==> src/rtl/i2c_start_pkg.sv <==
// Package: shared state encoding for the start-condition controller.
package i2c_start_pkg;
    typedef enum logic [2:0] {
        ST_IDLE   = 3'd0,  // no request
        ST_RSV    = 3'd1,  // queued behind another master
        ST_RS_SDA = 3'd2,  // repeated start: SDA released, SCL held
        ST_RS_SCL = 3'd3,  // repeated start: SCL released, waiting high time
        ST_GEN    = 3'd4,  // SDA low, SCL high (start hold)
        ST_HELD   = 3'd5   // both low, waiting for byte engine
    } st_e;
endpackage

==> src/rtl/i2c_line_mon.sv <==
// Line monitor: synchronizes SDA/SCL and tracks bus-busy from start/stop
// edges. Assumes raw lines are asynchronous; SYNC_STAGES >= 2.
module i2c_line_mon #(
    parameter int SYNC_STAGES = 2
) (
    input  logic clk,
    input  logic rst_n,
    input  logic enable,
    input  logic sda_i,
    input  logic scl_i,
    output logic sda_s,
    output logic scl_s,
    output logic busy
);
    localparam int TOP = SYNC_STAGES - 1;

    logic [TOP:0] sda_ff;
    logic [TOP:0] scl_ff;
    logic         sda_prev;
    logic         scl_prev;
    logic         start_seen;
    logic         stop_seen;

    generate
        if (SYNC_STAGES > 1) begin : g_chain
            // shift both lines through the synchronizer chain
            always_ff @(posedge clk) begin
                if (!rst_n) begin
                    sda_ff <= '1;
                    scl_ff <= '1;
                end else begin
                    sda_ff <= {sda_ff[TOP-1:0], sda_i};
                    scl_ff <= {scl_ff[TOP-1:0], scl_i};
                end
            end
        end else begin : g_single
            // single stage variant
            always_ff @(posedge clk) begin
                if (!rst_n) begin
                    sda_ff <= '1;
                    scl_ff <= '1;
                end else begin
                    sda_ff <= sda_i;
                    scl_ff <= scl_i;
                end
            end
        end
    endgenerate

    assign sda_s = sda_ff[TOP];
    assign scl_s = scl_ff[TOP];

    // remember last synchronized values for edge detection
    always_ff @(posedge clk) begin
        if (!rst_n) begin
            sda_prev <= 1'b1;
            scl_prev <= 1'b1;
        end else begin
            sda_prev <= sda_s;
            scl_prev <= scl_s;
        end
    end

    assign start_seen = sda_prev && !sda_s && scl_prev && scl_s;
    assign stop_seen  = !sda_prev && sda_s && scl_prev && scl_s;

    // busy flag: set by start, cleared by stop or disable
    always_ff @(posedge clk) begin
        if (!rst_n)          busy <= 1'b0;
        else if (!enable)    busy <= 1'b0;
        else if (start_seen) busy <= 1'b1;
        else if (stop_seen)  busy <= 1'b0;
    end


    stop_clears_busy_chk: assert property (@(posedge clk) disable iff (!rst_n)
        (stop_seen && !start_seen) |=> !busy);

    start_sets_busy_chk: assert property (@(posedge clk) disable iff (!rst_n)
        (start_seen && enable) |=> busy);

    disable_idle_chk: assert property (@(posedge clk) disable iff (!rst_n)
        !enable |=> !busy);
endmodule

==> src/rtl/i2c_hold_timer.sv <==
// Hold timer: counts clocks since the last clear; done after HOLD clocks
// in the current interval (done is high in the HOLD-th cycle). HOLD >= 1.
module i2c_hold_timer #(
    parameter int HOLD = 5
) (
    input  logic clk,
    input  logic rst_n,
    input  logic clr,
    output logic done
);
    localparam int CW = $clog2(HOLD + 1);
    localparam logic [CW-1:0] LAST = CW'(HOLD - 1);

    logic [CW-1:0] cnt;

    assign done = (cnt == LAST);

    // count up from a clear, saturating at the last value
    always_ff @(posedge clk) begin
        if (!rst_n)     cnt <= '0;
        else if (clr)   cnt <= '0;
        else if (!done) cnt <= cnt + 1'b1;
    end


    timer_range_chk: assert property (@(posedge clk) disable iff (!rst_n)
        cnt <= LAST);
endmodule

==> src/rtl/i2c_start_fsm.sv <==
// Start sequencer: decides whether a request is taken, queued, refused or
// ignored, and steps the SDA/SCL enables through start or repeated start.
// Assumes busy/scl_s come from the synchronized monitor.
module i2c_start_fsm
    import i2c_start_pkg::*;
#(
    parameter int HOLD = 5
) (
    input  logic clk,
    input  logic rst_n,
    input  logic enable,
    input  logic rsv_disable,
    input  logic start_req,
    input  logic stop_req,
    input  logic release_cmd,
    input  logic arb_lost,
    input  logic mst_active,
    input  logic mst_wait,
    input  logic mst_rx,
    input  logic ack_en,
    input  logic rx_final,
    input  logic byte_go,
    input  logic busy,
    input  logic scl_s,
    input  logic tmr_done,
    output logic tmr_clr,
    output logic sda_oe,
    output logic scl_oe,
    output logic wait_rel,
    output logic start_pend,
    output logic rsv_pend,
    output logic start_fail
);
    localparam int CW = $clog2(HOLD + 1);

    st_e  state;
    st_e  nxt;
    logic kill;
    logic req_ok;
    logic wait_ok;
    logic refuse;

    assign kill    = !enable || arb_lost || release_cmd;
    assign req_ok  = start_req && !stop_req;
    assign wait_ok = mst_wait && (!mst_rx || (!ack_en && rx_final));
    assign refuse  = !kill && (state == ST_IDLE) && req_ok && !mst_active
                     && busy && rsv_disable;

    // next-state selection
    always_comb begin
        nxt = state;
        if (kill) begin
            nxt = ST_IDLE;
        end else begin
            unique case (state)
                ST_IDLE: begin
                    if (req_ok) begin
                        if (mst_active) begin
                            if (wait_ok) nxt = ST_RS_SDA;
                        end else if (busy) begin
                            if (!rsv_disable) nxt = ST_RSV;
                        end else begin
                            nxt = ST_GEN;
                        end
                    end
                end
                ST_RSV:    if (!busy)    nxt = ST_GEN;
                ST_RS_SDA: if (tmr_done) nxt = ST_RS_SCL;
                ST_RS_SCL: if (tmr_done) nxt = ST_GEN;
                ST_GEN:    if (tmr_done) nxt = ST_HELD;
                ST_HELD:   if (byte_go)  nxt = ST_IDLE;
                default:                 nxt = ST_IDLE;
            endcase
        end
    end

    // state register
    always_ff @(posedge clk) begin
        if (!rst_n) state <= ST_IDLE;
        else        state <= nxt;
    end

    // failure flag: set on refusal, cleared on acceptance or disable
    always_ff @(posedge clk) begin
        if (!rst_n)                                   start_fail <= 1'b0;
        else if (!enable)                             start_fail <= 1'b0;
        else if (refuse)                              start_fail <= 1'b1;
        else if (state == ST_IDLE && nxt != ST_IDLE)  start_fail <= 1'b0;
    end

    assign tmr_clr    = (nxt != state) || (state == ST_RS_SCL && !scl_s);
    assign sda_oe     = (state == ST_GEN) || (state == ST_HELD);
    assign scl_oe     = (state == ST_RS_SDA) || (state == ST_HELD);
    assign wait_rel   = (state == ST_RS_SDA);
    assign rsv_pend   = (state == ST_RSV);
    assign start_pend = (state == ST_RSV) || (state == ST_RS_SDA) ||
                        (state == ST_RS_SCL) || (state == ST_GEN);

    // checker counter: length of the SDA-low, SCL-high phase
    logic [CW-1:0] gen_len;
    always_ff @(posedge clk) begin
        if (!rst_n)               gen_len <= '0;
        else if (state == ST_GEN) gen_len <= gen_len + 1'b1;
        else                      gen_len <= '0;
    end


    start_hold_len_chk: assert property (@(posedge clk) disable iff (!rst_n)
        ($rose(scl_oe) && sda_oe) |-> (gen_len == CW'(HOLD)));

    fail_cause_chk: assert property (@(posedge clk) disable iff (!rst_n)
        $rose(start_fail) |-> ($past(start_req) && $past(busy) && $past(rsv_disable)));

    arb_drop_chk: assert property (@(posedge clk) disable iff (!rst_n)
        arb_lost |=> !start_pend);

    stop_collide_chk: assert property (@(posedge clk) disable iff (!rst_n)
        (start_req && stop_req && !start_pend && !sda_oe && !scl_oe && !kill)
        |=> (!start_pend && !sda_oe && !scl_oe));

    taken_clear_chk: assert property (@(posedge clk) disable iff (!rst_n)
        (sda_oe && scl_oe) |-> !start_pend);
endmodule

==> src/rtl/i2c_start_ctrl.sv <==
// Top: I2C master start-condition controller. Joins the line monitor,
// hold timer and start sequencer. Outputs are open-drain enables (1 = low).
module i2c_start_ctrl #(
    parameter int HOLD        = 5,
    parameter int SYNC_STAGES = 2
) (
    input  logic clk,
    input  logic rst_n,
    input  logic enable,
    input  logic rsv_disable,
    input  logic start_req,
    input  logic stop_req,
    input  logic release_cmd,
    input  logic arb_lost,
    input  logic mst_active,
    input  logic mst_wait,
    input  logic mst_rx,
    input  logic ack_en,
    input  logic rx_final,
    input  logic byte_go,
    input  logic sda_i,
    input  logic scl_i,
    output logic sda_oe,
    output logic scl_oe,
    output logic wait_rel,
    output logic start_pend,
    output logic rsv_pend,
    output logic start_fail,
    output logic bus_busy
);
    logic sda_s;
    logic scl_s;
    logic tmr_clr;
    logic tmr_done;

    i2c_line_mon #(.SYNC_STAGES(SYNC_STAGES)) u_mon (
        .clk     (clk),
        .rst_n   (rst_n),
        .enable  (enable),
        .sda_i   (sda_i),
        .scl_i   (scl_i),
        .sda_s   (sda_s),
        .scl_s   (scl_s),
        .busy    (bus_busy)
    );

    i2c_hold_timer #(.HOLD(HOLD)) u_tmr (
        .clk   (clk),
        .rst_n (rst_n),
        .clr   (tmr_clr),
        .done  (tmr_done)
    );

    i2c_start_fsm #(.HOLD(HOLD)) u_fsm (
        .clk         (clk),
        .rst_n       (rst_n),
        .enable      (enable),
        .rsv_disable (rsv_disable),
        .start_req   (start_req),
        .stop_req    (stop_req),
        .release_cmd (release_cmd),
        .arb_lost    (arb_lost),
        .mst_active  (mst_active),
        .mst_wait    (mst_wait),
        .mst_rx      (mst_rx),
        .ack_en      (ack_en),
        .rx_final    (rx_final),
        .byte_go     (byte_go),
        .busy        (bus_busy),
        .scl_s       (scl_s),
        .tmr_done    (tmr_done),
        .tmr_clr     (tmr_clr),
        .sda_oe      (sda_oe),
        .scl_oe      (scl_oe),
        .wait_rel    (wait_rel),
        .start_pend  (start_pend),
        .rsv_pend    (rsv_pend),
        .start_fail  (start_fail)
    );


    rsv_quiet_chk: assert property (@(posedge clk) disable iff (!rst_n)
        rsv_pend |-> (!sda_oe && !scl_oe && start_pend));
endmodule

==> config.mk <==
export PLATFORM = sky130hd
export DESIGN_NAME = i2c_start_ctrl
export DESIGN_NICKNAME = d
export VERILOG_FILES = /design/src/rtl/i2c_start_pkg.sv /design/src/rtl/i2c_line_mon.sv /design/src/rtl/i2c_hold_timer.sv /design/src/rtl/i2c_start_fsm.sv /design/src/rtl/i2c_start_ctrl.sv
export SDC_FILE = /design/constraint.sdc
export NUM_CORES = 1
export LEC_CHECK = 0
export ABC_AREA = 1
export BUFFER_PORTS_ARGS = -buffer_cell sky130_fd_sc_hd__buf_4
export CORE_MARGIN = 1
export CORE_UTILIZATION = 45
export CTS_CLUSTER_SIZE = 14
export DETAILED_ROUTE_END_ITERATION = 10
export GPL_TIMING_DRIVEN = 0
export PLACE_DENSITY = 0.71
export REMOVE_ABC_BUFFERS = 1
export SLEW_MARGIN = 20
export SYNTH_ARGS = -nofsm -noshare
export SYNTH_HDL_FRONTEND = slang
export SYNTH_SLANG_ARGS = --single-unit
==> constraint.sdc <==
create_clock -name clk -period 4.5 [get_ports clk]
set_input_delay 0.45 -clock clk [delete_from_list [all_inputs] [get_ports clk]]
set_output_delay 0.45 -clock clk [all_outputs]
set_load 0.005 [all_outputs]
-- Word level (Yosys, flattened, before mapping)
Index checks and enable logic that the tools add are counted.
- register bits: 14
- output and inout bits: 7
- logic and storage cells: 73
- $add $sub $neg: 1
- equality and inequality tests: 7
- mux-type cells: 16
- bitwise gates (word level): 1
- reductions and logical operators: 40
- operators by type and width (kind ; number):
    3-bit two-way mux ; 11
    3-bit case mux with 6 select lines ; 1
    1-bit logical AND ; 16
    3-bit equality test, second input constant ; 3
    1-bit logical NOT ; 9
    1-bit logical OR ; 9
    3-bit by 2-bit equality test with 1-bit output, second input constant ; 2
    1-bit two-way mux ; 4
    2-bit nonzero test ; 2
    3-bit by 1-bit adder with 3-bit output, second input constant ; 1
    3-bit by 1-bit equality test with 1-bit output, second input constant ; 1
    3-bit logical NOT ; 1
    3-bit inequality test ; 1
    3-bit nonzero test ; 1
    2-bit AND reduction ; 1
    2-bit OR reduction ; 1
    1-bit NOT ; 1

-- Longest topological paths before layout
- depth after elaboration: 13
- mapped depth: 14
- gate-level depth less buffers: 14

-- By module
A second synthesis with hierarchy kept.
- cells, all modules: 140
- area, all modules: 935.9 µm²
- modules (own cells, without submodules) (module ; times used ; cells an instance ; area each (µm²) ; seq. area each (µm²)):
    i2c_start_fsm ; 1 ; 85 ; 511.7 ; 80.1
    i2c_line_mon ; 1 ; 28 ; 230.2 ; 140.1
    i2c_hold_timer ; 1 ; 27 ; 193.9 ; 60.1

-- Worst setup path after synthesis
OpenSTA, ideal clock, no wires.
- path type: register to register
- start point: reg u_tmr.cnt[0]
- end point: reg u_tmr.cnt[2]
- library setup time: 0.064 ns
- arrival time: 1.396 ns
- path slack: 3.041 ns
- stages on the path, launching flop included: 14
- buffers on the path: 0
- cell sequence: dfxtp_1 > inv_1 > ha_1 > nand2_1 > inv_1 > nand2_1 > nand3_2 > nand2_2 > nand2_1 > nand2_1 > nand4_1 > nor2_2 > nand2_2 > nor2_1
- cells in the longest elaborated chain, start to end: 7
- elaborated cells between the ends (all ways): 10
- classes of those cells: add/sub: 1; eq/ne: 2; mux: 5; reduce/logical: 2
- ends and longest elaborated chain (element ; RTL line ; RTL):
    start, declared ; i2c_hold_timer.sv:14 ; logic [CW-1:0] cnt;
    start signal, assigned ; i2c_hold_timer.sv:22 ; else if (!done) cnt <= cnt + 1'b1;
    3-bit equality test ; i2c_hold_timer.sv:16 ; assign done = (cnt == LAST);
    3-bit two-way mux (on tied branches) ; i2c_start_fsm.sv:70, i2c_start_fsm.sv:68, i2c_start_fsm.sv:69 ;
    3-bit case mux with 6 select lines ; i2c_start_fsm.sv:55 ; unique case (state)
    3-bit two-way mux ; i2c_start_fsm.sv:52 ; if (kill) begin
    3-bit inequality test ; i2c_start_fsm.sv:91 ; assign tmr_clr = (nxt != state) || (state == ST_RS_SCL && !scl_s);
    1-bit logical OR ; i2c_start_fsm.sv:91 ;
    2-bit OR reduction (no line) ; -- ;
Several ways; a longest one is shown, not always the timed one.
A chain may end at the register's enable or synchronous reset.

-- Worst setup path in the final report
- start point: reg u_fsm.state[1]
- end point: out scl_oe
- cells in the longest elaborated chain, start to end: 2
- elaborated cells between the ends (all ways): 3
- classes of those cells: eq/ne: 2; reduce/logical: 1
- ends and longest elaborated chain (element ; RTL line ; RTL):
    start, declared ; i2c_start_fsm.sv:36 ; st_e state;
    start signal, assigned ; i2c_start_fsm.sv:80 ; else state <= nxt;
    3-bit by 2-bit equality test with 1-bit output / 3-bit equality test (equally long branches) ; i2c_start_fsm.sv:93 ; assign scl_oe = (state == ST_RS_SDA) || (state == ST_HELD);
    1-bit logical OR * ; i2c_start_fsm.sv:93 ;
    end, declared ; i2c_start_ctrl.sv:24 ; output logic scl_oe,
Mark *: on every way between the ends. The rest lies on a longest branch, timed or not.

==> results.yml <==
pwr:
  fin_total_pwr_w: 0.000237
  vdd_drop_max_v: 0.000161
  p_leak_nw: 0.598
  powerDensity_nw_per_um2: 219
placement:
  hpwlAfterDp_um: 1360
  gp_congestion: 0.885
  place_area_um2: 1060
  numPortBuffers: 22
timing:
  worstMarginPinSlew_ns: 0.569
  setup_viol: 0
  holdWs_ns: 0.363
  slew_headroom_pct: 62.0
  maxSlewViolCount: 0
  finalClockSkew_ns: 0.00318
  fin_tns_setup_ns: 0
  hold_violations: 0
  fin_crit_ns: 1.87
  fmax_mhz: 536
  rsz0062_at_grt: "false"
  post-route-period-util_pct: 41.5
synth:
  synth.distinct_cells: 22
  ys_seq_area_share_pct: 31.1
  ys_seq_elements: 14
  ys_warn_count: 0
  syn-instance-count: 135
  synth_area_um2: 901
  synth.avg_cell_area_um2: 6.67
global_route:
  grt_pass1_wl_um: 2780
  overflow: 0
  grt_pass1_vias: 717
  grt_max_degree: 11
  grt_usage_pct: 17.9
  antenna_found_initial: 0
setup_path:
  cpPeakStageDelay_ns: 0.66
  cp_max_fo: 8
  slowest_stage: "dfxtp_1"
  crit_chain: "nand2_2 -> o21ai_0 -> buf_4"
  critPathBufInv: 1
  cp-start-kind: "register"
  worstSetupStartpoint: "u_fsm.state[1]"
  timing_worst_setup_path_type: "reg -> out"
  end_kind: "output port"
  crit_family: "flip-flops"
  cp_data_required_time_ns: 4.05
  worst_ep_arrival_time_ns: 1.42
  crit-reg2reg-launch: "u_fsm.state[1]"
cts:
  cts.sinks: 14
  clk_latency_ns: 0.27
  htreeDepth: 1
  cts_hold_buf: 0
  numCtsBuffers: 3
  cts_root_buf: "clkbuf_4"
  cts.repair.resized: 0
  clk_pin_slew_worst_paths_ns: 0.07
  postCtsSetupBuffers: 0
  cts_tree: "yes"
  cts_buffer_depth: 2
worst_hold_path:
  min_path_type: "in -> reg"
  hold_path_startpoint: "scl_i"
flow_run:
  max_cap_viol_count: 0
cells_and_area:
  nNetsFinal: 177
  regArea_um2: 280
  utilization_pct: 60.3
  area.growth.synth_to_final_pct: 20.6
  drive_gt1_share_pct: 29.3
  multi_input_area_um2: 498
  fill_cells: 191
  finish.instance_area_um2: 1090
  diodes: 0
floorplan:
  coreArea_um2: 1800
  dieArea_um2: 2180
  rows: 15
  die_h_um: 46.7
  die_x_um: 46.7
  start_util_pct: 50.0
  io_pins: 23
outcome:
  status: "finished, final reports clean"
routing:
  vias: 848
  wirelength_um: 1650
  drtIter0Drc: 16
  drc: 0
  post_drt_wl_per_cell_um: 9.08
  drtPass1Iterations: 4
  viasPerCell: 4.66
  antenna_left: 0
==> per-stage QoR <==
step                      std cells  setup WS, ns
after floorplan                 132          3.03
after global placement          179          2.86
after detailed placement        179          2.83
after CTS                       182          2.60
after global routing            182          2.53
final                           182          2.63
==> synth_stat cells <==
cell type | number | share of area, %
nand2_1 | 41 | 17
nor2_1 | 12 | 5.0
nand2_4 | 1 | 1.2
nand3_2 | 1 | 1.1
nor3_4 | 1 | 1.8
o21ai_0 | 7 | 3.9
nand2_2 | 5 | 3.5
ha_1 | 2 | 2.8
or2_2 | 5 | 3.5
nand3b_1 | 1 | 0.83
inv_6 | 1 | 0.97
nand3_1 | 5 | 2.8
a21oi_1 | 6 | 3.3
nor3_1 | 1 | 0.56
nor2_4 | 2 | 2.5
buf_6 | 3 | 3.7
nor2_2 | 3 | 2.1
dfxtp_1 | 14 | 31
inv_4 | 2 | 1.4
nand4_1 | 2 | 1.4
xor2_1 | 2 | 1.9
inv_1 | 18 | 7.5
==> registers in the layout, indices dropped and copies added (netlist names) <==
register	flops
u_mon.sda_prev	1
u_fsm.state	3
u_fsm.start_fail	1
u_mon.scl_ff	2
u_mon.scl_prev	1
u_mon.sda_ff	2
u_tmr.cnt	3
u_mon.busy	1
==> area by class of cell <==
type	count	area share, %
Sequential cell	14	25.8
Clock buffer	3	2.07
Tap cell	25	2.88
Multi-Input combinational cell	97	45.9
Inverter	21	8.18
Timing Repair Buffer	22	15.2
==> cells in the final DEF (no fill, tap or decap) <==
cell type	netlist	layout
nand3_1	5	5
inv_6	1	1
nor3_4	1	1
ha_1	2	2
xor2_1	2	2
nand3b_1	1	1
clkbuf_4	0	3
nand2_4	1	1
nand4_1	2	2
nand2_1	41	41
nor3_1	1	1
a21oi_1	6	6
dfxtp_1	14	14
buf_4	0	22
or2_2	5	5
inv_1	18	18
nand2_2	5	5
o21ai_0	7	7
nor2_1	12	12
nor2_2	3	3
nor2_4	2	2
nand3_2	1	1
inv_4	2	2
==> routing by layer <==
layer	vias to the layer above	wire length, µm	track usage (%)
li1	462	-	-
met1	363	786	22.2
met2	19	778	30.6
met3	4	63	2.31
met4	0	23	8.57
met5	-	0	0
==> where the power goes <==
group	switching (W)	leakage, nW	internal (W)	total [W]
sequential	0.00000357	0.115	0.000130	0.000134
clock	0.0000345	0.0138	0.0000309	0.0000655
combinational	0.0000184	0.470	0.0000195	0.0000378
==> path summary, 6_finish.rpt <==
kind                endpoint  slack [ns]  cells past startpoint
max                   scl_oe        2.63                      3
min reg2reg  u_mon.scl_ff[1]        0.42                      1
max reg2reg     u_tmr.cnt[2]        2.82                     13
min          u_mon.scl_ff[0]        0.36                      2
==> cells by family (layout without fill, tap and decap cells) <==
group | after synthesis | in the layout | share of synthesized area [%]
and+or+nand+nor | 80 | 80 | 43.3
buffers and inverters | 24 | 46 | 13.6
DFF | 14 | 14 | 31.1
AOI/OAI and AO/OA | 13 | 13 | 7.22
adders and majority gates | 2 | 2 | 2.78
xor gates and xnor gates | 2 | 2 | 1.94
Note: power is estimated with default switching activity, not from simulation.
